**src/rtl/cpx_pkg.sv**
```systemverilog
package cpx_pkg;
    typedef enum logic [2:0] {
        K_WRREG = 3'd0,
        K_RDREG = 3'd1,
        K_LOAD  = 3'd2,
        K_STORE = 3'd3,
        K_DOP   = 3'd4
    } cmd_kind_e;

    typedef enum logic [1:0] {
        ST_IDLE = 2'd0,
        ST_LONG = 2'd1,
        ST_WAIT = 2'd2
    } cpx_state_e;

    localparam logic [3:0] OP_STALL   = 4'd0;
    localparam logic [3:0] OP_FAST_ON = 4'd1;
    localparam logic [3:0] OP_NORM_ON = 4'd2;
    localparam logic [3:0] OP_FAST_OF = 4'd3;
    localparam logic [3:0] OP_NORM_OF = 4'd4;
    localparam logic [3:0] OP_STAMP   = 4'd5;
endpackage

```
**src/rtl/cpx_regfile.sv**
```systemverilog
module cpx_regfile #(
    parameter int DW   = 32,
    parameter int NREG = 16,
    localparam int AW  = $clog2(NREG)
) (
    input  logic          clk,
    input  logic          rst_n,
    input  logic          we,
    input  logic [AW-1:0] waddr,
    input  logic [DW-1:0] wdata,
    input  logic [AW-1:0] raddr,
    output logic [DW-1:0] rdata
);
    logic [DW-1:0] regs [NREG];

    always_ff @(posedge clk) begin
        if (!rst_n) begin
            for (int i = 0; i < NREG; i++) regs[i] <= '0;
        end else if (we) begin
            regs[waddr] <= wdata;
        end
    end

    assign rdata = regs[raddr];
endmodule

```
**src/rtl/cpx_irq_timer.sv**
```systemverilog
module cpx_irq_timer #(
    parameter int DW = 32
) (
    input  logic          clk,
    input  logic          rst_n,
    input  logic          arm,
    input  logic [DW-1:0] delay,
    input  logic          drop,
    output logic          line_n
);
    logic          pending;
    logic [DW-1:0] left;

    always_ff @(posedge clk) begin
        if (!rst_n) begin
            line_n  <= 1'b1;
            pending <= 1'b0;
            left    <= '0;
        end else if (drop) begin
            line_n  <= 1'b1;
            pending <= 1'b0;
        end else if (arm) begin
            if (delay == '0) begin
                line_n  <= 1'b0;
                pending <= 1'b0;
            end else begin
                pending <= 1'b1;
                left    <= delay;
            end
        end else if (pending) begin
            if (left == DW'(1)) begin
                line_n  <= 1'b0;
                pending <= 1'b0;
            end else begin
                left <= left - DW'(1);
            end
        end
    end

    assert_zero_delay_R6: assert property (@(posedge clk) disable iff (!rst_n)
        (arm && !drop && delay == '0) |=> !line_n);

    assert_drop_high_R8: assert property (@(posedge clk) disable iff (!rst_n)
        drop |=> line_n);
endmodule

```
**src/rtl/cpx_test_unit.sv**
```systemverilog
module cpx_test_unit
    import cpx_pkg::*;
#(
    parameter int         DW   = 32,
    parameter int         NREG = 16,
    parameter logic [3:0] CP_A = 4'd4,
    parameter logic [3:0] CP_B = 4'd5
) (
    input  logic          clk,
    input  logic          rst_n,
    input  logic          cmd_valid,
    input  logic [3:0]    cmd_cpnum,
    input  logic [2:0]    cmd_kind,
    input  logic [31:0]   cmd_instr,
    input  logic [DW-1:0] cmd_wdata,
    output logic [DW-1:0] rdata,
    output logic          busy,
    output logic          cant,
    output logic          fiq_n,
    output logic          irq_n
);
    localparam int AW   = $clog2(NREG);
    localparam int NTMR = 2;

    cpx_state_e    state_q, state_d;
    logic [DW-1:0] cycles_q;
    logic [DW-1:0] finish_q, finish_d;

    cmd_kind_e     kind;
    logic          on_a, on_b, legal, acc, is_long;
    logic [3:0]    opc;
    logic [AW-1:0] idx_rt, idx_ls, idx_ls_next, idx_dop;
    logic [AW-1:0] rf_raddr, rf_waddr;
    logic [DW-1:0] rf_rdata, rf_wdata;
    logic          rf_we;
    logic [DW-1:0] gap_now, gap_first;
    logic          more_now, more_first;
    logic          t_arm  [NTMR];
    logic          t_drop [NTMR];
    logic          t_line [NTMR];

    assign kind        = cmd_kind_e'(cmd_kind);
    assign on_a        = (cmd_cpnum == CP_A);
    assign on_b        = (cmd_cpnum == CP_B);
    assign opc         = cmd_instr[23:20];
    assign is_long     = cmd_instr[22];
    assign idx_rt      = cmd_instr[16 +: AW];
    assign idx_ls      = cmd_instr[12 +: AW];
    assign idx_ls_next = idx_ls + AW'(1);
    assign idx_dop     = cmd_instr[0 +: AW];

    always_comb begin
        case (kind)
            K_WRREG, K_RDREG: legal = on_a || on_b;
            K_LOAD, K_STORE:  legal = on_a;
            K_DOP:            legal = on_a ? (opc == OP_STALL)
                                           : (on_b && opc <= OP_STAMP);
            default:          legal = 1'b0;
        endcase
    end

    assign acc  = cmd_valid && legal;
    assign cant = cmd_valid && !legal;

    // wrap-safe remaining-time tests
    assign gap_now    = cycles_q - finish_q;
    assign more_now   = gap_now[DW-1];
    assign gap_first  = cycles_q - (cycles_q + rf_rdata);
    assign more_first = gap_first[DW-1];

    always_comb begin
        case (kind)
            K_RDREG: rf_raddr = idx_rt;
            K_STORE: rf_raddr = (state_q == ST_LONG) ? idx_ls_next : idx_ls;
            default: rf_raddr = idx_dop;
        endcase
    end

    cpx_regfile #(.DW(DW), .NREG(NREG)) u_regs (
        .clk   (clk),
        .rst_n (rst_n),
        .we    (rf_we),
        .waddr (rf_waddr),
        .wdata (rf_wdata),
        .raddr (rf_raddr),
        .rdata (rf_rdata)
    );

    always_ff @(posedge clk) begin
        if (!rst_n) cycles_q <= '0;
        else        cycles_q <= cycles_q + DW'(1);
    end

    // state register
    always_ff @(posedge clk) begin
        if (!rst_n) begin
            state_q  <= ST_IDLE;
            finish_q <= '0;
        end else begin
            state_q  <= state_d;
            finish_q <= finish_d;
        end
    end

    // next state
    always_comb begin
        state_d  = state_q;
        finish_d = finish_q;
        unique case (state_q)
            ST_IDLE: begin
                if (acc && (kind == K_LOAD || kind == K_STORE) && is_long)
                    state_d = ST_LONG;
                else if (acc && kind == K_DOP && opc == OP_STALL && more_first) begin
                    state_d  = ST_WAIT;
                    finish_d = cycles_q + rf_rdata;
                end
            end
            ST_LONG: state_d = ST_IDLE;
            ST_WAIT: if (!cmd_valid || !more_now) state_d = ST_IDLE;
            default: state_d = ST_IDLE;
        endcase
    end

    // outputs
    always_comb begin
        busy     = 1'b0;
        rdata    = '0;
        rf_we    = 1'b0;
        rf_waddr = idx_dop;
        rf_wdata = cmd_wdata;
        for (int t = 0; t < NTMR; t++) begin
            t_arm[t]  = 1'b0;
            t_drop[t] = 1'b0;
        end
        unique case (state_q)
            ST_IDLE: begin
                if (acc) begin
                    unique case (kind)
                        K_WRREG: begin
                            rf_we    = 1'b1;
                            rf_waddr = idx_rt;
                        end
                        K_RDREG: rdata = rf_rdata;
                        K_LOAD: begin
                            rf_we    = 1'b1;
                            rf_waddr = idx_ls;
                            busy     = is_long;
                        end
                        K_STORE: begin
                            rdata = rf_rdata;
                            busy  = is_long;
                        end
                        K_DOP: begin
                            busy      = (opc == OP_STALL) && more_first;
                            t_arm[0]  = on_b && opc == OP_FAST_ON;
                            t_arm[1]  = on_b && opc == OP_NORM_ON;
                            t_drop[0] = on_b && opc == OP_FAST_OF;
                            t_drop[1] = on_b && opc == OP_NORM_OF;
                            if (on_b && opc == OP_STAMP) begin
                                rf_we    = 1'b1;
                                rf_wdata = cycles_q;
                            end
                        end
                        default: ;
                    endcase
                end
            end
            ST_LONG: begin
                if (acc && kind == K_LOAD) begin
                    rf_we    = 1'b1;
                    rf_waddr = idx_ls_next;
                end
                if (acc && kind == K_STORE) rdata = rf_rdata;
            end
            ST_WAIT: busy = cmd_valid && more_now;
            default: ;
        endcase
    end

    for (genvar g = 0; g < NTMR; g++) begin : g_tmr
        cpx_irq_timer #(.DW(DW)) u_tmr (
            .clk    (clk),
            .rst_n  (rst_n),
            .arm    (t_arm[g]),
            .delay  (rf_rdata),
            .drop   (t_drop[g]),
            .line_n (t_line[g])
        );
    end

    assign fiq_n = t_line[0];
    assign irq_n = t_line[1];

    assert_unserved_cant_R11: assert property (@(posedge clk) disable iff (!rst_n)
        (cmd_valid && cmd_cpnum != CP_A && cmd_cpnum != CP_B) |-> cant);

    assert_cant_idle_R11: assert property (@(posedge clk) disable iff (!rst_n)
        cant |-> !busy);

    assert_long_two_R4: assert property (@(posedge clk) disable iff (!rst_n)
        (cmd_valid && busy && (kind == K_LOAD || kind == K_STORE)) |=> !busy);

    assert_count_step_R10: assert property (@(posedge clk) disable iff (!rst_n)
        rst_n |=> cycles_q == $past(cycles_q) + DW'(1));
endmodule

```
**config.mk**
```make
export PLATFORM = sky130hd
export DESIGN_NAME = cpx_test_unit
export DESIGN_NICKNAME = d
export VERILOG_FILES = /design/src/rtl/cpx_pkg.sv /design/src/rtl/cpx_regfile.sv /design/src/rtl/cpx_irq_timer.sv /design/src/rtl/cpx_test_unit.sv
export SDC_FILE = /design/constraint.sdc
export NUM_CORES = 2
export LEC_CHECK = 0
export ABC_AREA = 1
export BUFFER_PORTS_ARGS = -buffer_cell sky130_fd_sc_hd__buf_2
export CAP_MARGIN = 30
export CORE_MARGIN = 5
export CORE_UTILIZATION = 45
export CTS_BUF_LIST = sky130_fd_sc_hd__clkbuf_4 sky130_fd_sc_hd__clkbuf_8
export DETAILED_ROUTE_END_ITERATION = 8
export SYNTH_ARGS = -nofsm -noshare
export SYNTH_HDL_FRONTEND = slang
export SYNTH_SLANG_ARGS = --single-unit
```
**constraint.sdc**
```tcl
create_clock -name clk -period 5.9 [get_ports clk]
set_input_delay 0.295 -clock clk [delete_from_list [all_inputs] [get_ports clk]]
set_output_delay 0.295 -clock clk [all_outputs]
set_load 0.005 [all_outputs]
```
==> key figures <==
Drt
  – Antenna Violating Nets Remaining: 0
  – DR WL/cell: 21.78 µm
  – Vias/cell: 5.515
  – Drt drc: 0
  – TritonRoute pass-1 iters: 6
  – Routed vias: 32,320
  – DRT iter0 DRCs: 3,657
  – WL final: 127,600 µm

Clock tree
  – CTS tree: yes
  – CTS H-tree lvls: 3
  – Clock sink count: 646
  – Clk root buf: clkbuf_8
  – Clock latency on the worst-skew pair: 790 ps
  – Total CTS buffers: 112
  – Maximum clock path buffer count: 3
  – Worst-path clk slew: 60 ps

STA
  – Slew Viols, Final: 0
  – Final period utilization: 106.0%
  – Slew Limit Headroom: 38.06%
  – Worst slew pin tran: 928.0 ps
  – Clock Skew: 76.63 ps
  – FMAX: 159.9 MHz
  – Final hold vios: 0
  – Final setup fails: 1
  – Final min period: 6254 ps
  – Fin worst setup slack: -353.5 ps
  – RSZ-0062 raised after global routing: true
  – Fin Setup TNS: -353.5 ps
  – Worst hold slack: 64.79 ps

Setup path
  – Reg2Reg Capture Point: finish_q[22]$_SDFFE_PN0P_
  – Crit Path Max Fanout: 7
  – Worst Setup Path Type: reg2out
  – CP required: 5610 ps
  – R2R Setup Slk: 170 ps
  – CP max stage cell: dfxtp_4
  – Cell family with the largest share of critical-path delay: buffers and inverters
  – Crit-path max cell delay: 390 ps
  – Crit path buffers/inverters: 17
  – Worst Setup End Kind: output port
  – Most frequent CP cell: buf_4
  – Worst reg2reg path startpoint: state_q[0]$_SDFFE_PN0P_
  – Startpoint types: flip-flop
  – Reg2reg path depth: 45
  – Critical path arrival: 5960 ps

Yosys
  – Number of synthesized flops with an enable pin: 512
  – Synth area leader: edfxtp_1
  – Post-synthesis instance area: 35,010 µm²
  – FF+latch count, synth: 646
  – Avg Cell Area, Syn: 8.156 µm²
  – Top post-synthesis cells by area: edfxtp_1 44%, nand2_1 11%, nor2_1 9.0%
  – Syn_nets: 4,467
  – Yosys warns: 0
  – Post-Synth XOR/XNOR Area: 1.801%
  – Largest family of logic cells by synthesized area: simple AND/OR/NAND/NOR gates
  – Seq/Total Area, Yosys: 51.58%
  – Primary FF master, synth: edfxtp_1
  – Async SR Flop Fraction: 0%
  – Share of the synthesized area in the top cell type: 43.92%
  – Mux share of post-synthesis cell area: 0.9150%
  – Netlist cell types: 54
  – Adder-Cell Fraction of Synth Area: 3.631%
  – Synth Area in Compound Gates: 4.532%
  – Cells after Synth: 4,292
  – Post-Synth Simple-Gate Area: 30.43%

Die
  – Core area: 77,340 µm²
  – Initial core utilization: 45.26%
  – # rows: 102
  – Die X: 288.9 µm
  – Die area: 83,470 µm²
  – Die span in y: 288.9 µm
  – I/O pins: 110

Global route
  – GR Util All Layers: 29.91%
  – Vias in the first global route: 30,730
  – Gr ovfl total: 0
  – First-pass GRT wire length: 188,900 µm
  – Largest net degree at the start of global routing: 67
  – Antenna violations before repair: 2

Min path
  – Hold Path Cell Cnt: 4
  – Hold path start: cmd_wdata[31]
  – Min-delay worst type: in2reg
  – Hold EP: u_regs.regs[15][31]$_SDFFCE_PN0P_

Job
  – Max_cap viols: 0

Power and ir drop
  – Largest vdd supply drop: 0.1826 mV
  – Leak pwr: 19.85 nW
  – Power Density: 257.4 nW/µm²

Outcome
  – Violated checks: setup timing
  – Status: finished, violations left

Layout
  – # fillers: 7,080
  – Layout cells sized above 1: 21.19%
  – Commonest cells after routing, fill and taps aside: 905 x nand2_1, 839 x nor2_1, 512 x edfxtp_1
  – Fin area: 43,730 µm²
  – Nets: 4,904
  – Final Util: 56.54%
  – Commonest non-fill, non-tap cell in the layout: nand2_1
  – Final Non-Filler Cells: 5,860
  – Area growth from synthesis to layout: 24.91%

Placed design
  – Port bufs: 93
  – HPWL Detailed: 80,340 µm
  – DP Cell Count: 5,561
  – Placed cell areas: 39,170 µm²
  – Placer's final routability congestion estimate: 0.9421
[kinds of logic after synthesis]
kind of cell | after synthesis
compound gates | 282
xor+xnor | 72
fa+ha+maj | 101
buf+inv | 621
flops | 646
mux | 32
simple gates | 2538
[metal layers]
metal  up-vias  GRT usage (%)  wire length [µm]  share of wire (%)
met1     15270          40.33             51510                 40
met4         0          12.17              6097                4.8
met2      1632          48.11             58140                 46
met5         -              0                 0                  0
met3       324          5.279             11850                9.3
li1      15090              -                 -                  -
[cells in the mapped netlist, drive strengths merged (8+ instances only)]
| master | n |
|---|---|
| a21oi | 95 |
| buf | 104 |
| clkbuf | 140 |
| clkinv | 11 |
| dfxtp | 134 |
| edfxtp | 512 |
| ha | 100 |
| inv | 366 |
| mux2i | 32 |
| nand2 | 989 |
| nand3 | 548 |
| nand3b | 12 |
| nand4 | 70 |
| nor2 | 848 |
| nor3 | 39 |
| nor3b | 8 |
| nor4 | 20 |
| o211ai | 17 |
| o21ai | 120 |
| xnor2 | 11 |
| xor2 | 61 |
[metrics by stage]
stage	setup slack, ps	power, mW
2_1_floorplan	37.52	5.888
3_3_place_gp	-278.8	6.789
3_5_place_dp	-452.3	6.799
4_1_cts	-314.9	11.20
5_1_grt	-678.7	11.63
6_report	-353.5	11.26
[report_power, final]
part | leakage (nW) | switching [mW] | internal [mW]
Sequential | 6.58 | 0.0297 | 4.99
Clock | 1.17 | 1.98 | 2.20
Combinational | 12.1 | 1.27 | 0.796
Total | 19.8 | 3.28 | 7.98
[how the worst max path moves through the flow]
stage / startpoint / to / slack (ps) / cells after the start
after floorplan: cmd_instr[12] / finish_q[27]$_SDFFE_PN0P_ / 40 / 37
after global placement: cmd_instr[12] / finish_q[27]$_SDFFE_PN0P_ / -280 / 39
after detailed placement: cmd_instr[12] / finish_q[25]$_SDFFE_PN0P_ / -450 / 39
after CTS: state_q[0]$_SDFFE_PN0P_ / busy / -310 / 41
after global routing: state_q[1]$_SDFFE_PN0P_ / busy / -680 / 39
final: state_q[0]$_SDFFE_PN0P_ / busy / -350 / 42
[flip-flops by register name, indices dropped and copies added (netlist names)]
register and flops:
u_regs.regs 512, g_tmr.u_tmr.left 64, cycles_q 32, finish_q 32, g_tmr.u_tmr.line_n 2, g_tmr.u_tmr.pending 2
state_q 2
[what timing repair did]
item | in CTS | in global routing
endpoints found under the setup margin | 34 | 34
gates cloned | 11 | 1
hold buffers | 5 | 0
pin swaps | 86 | 57
resized for setup | 216 | 79
endpoints found under the hold margin | 39 | 0
buffers inserted | 64 | 14
[area by class of cell]
cell class | instances | area (µm²) | share of cell area [%]
Sequential cell | 646 | 18060 | 41.31
Multi-Input combinational cell | 3025 | 15720 | 35.94
Timing Repair Buffer | 567 | 4982 | 11.39
Clock buffer | 149 | 1819 | 4.160
Inverter | 377 | 1439 | 3.291
Tap cell | 1040 | 1301 | 2.976
Clock inverter | 54 | 399.1 | 0.9128
Antenna cell | 2 | 5.005 | 0.01145
[worst register-to-register path, delay by kind of cell, from the launching register on]
family | cells | cell delay [ps]
buffers and inverters | 20 | 2350
AND/OR/NAND/NOR | 18 | 1690
AO/OA/AOI/OAI | 4 | 620
adder cells (fa/ha/maj) | 2 | 500
flip-flops | 1 | 390
XOR/XNOR | 1 | 140
(Power assumes the default switching activity.)
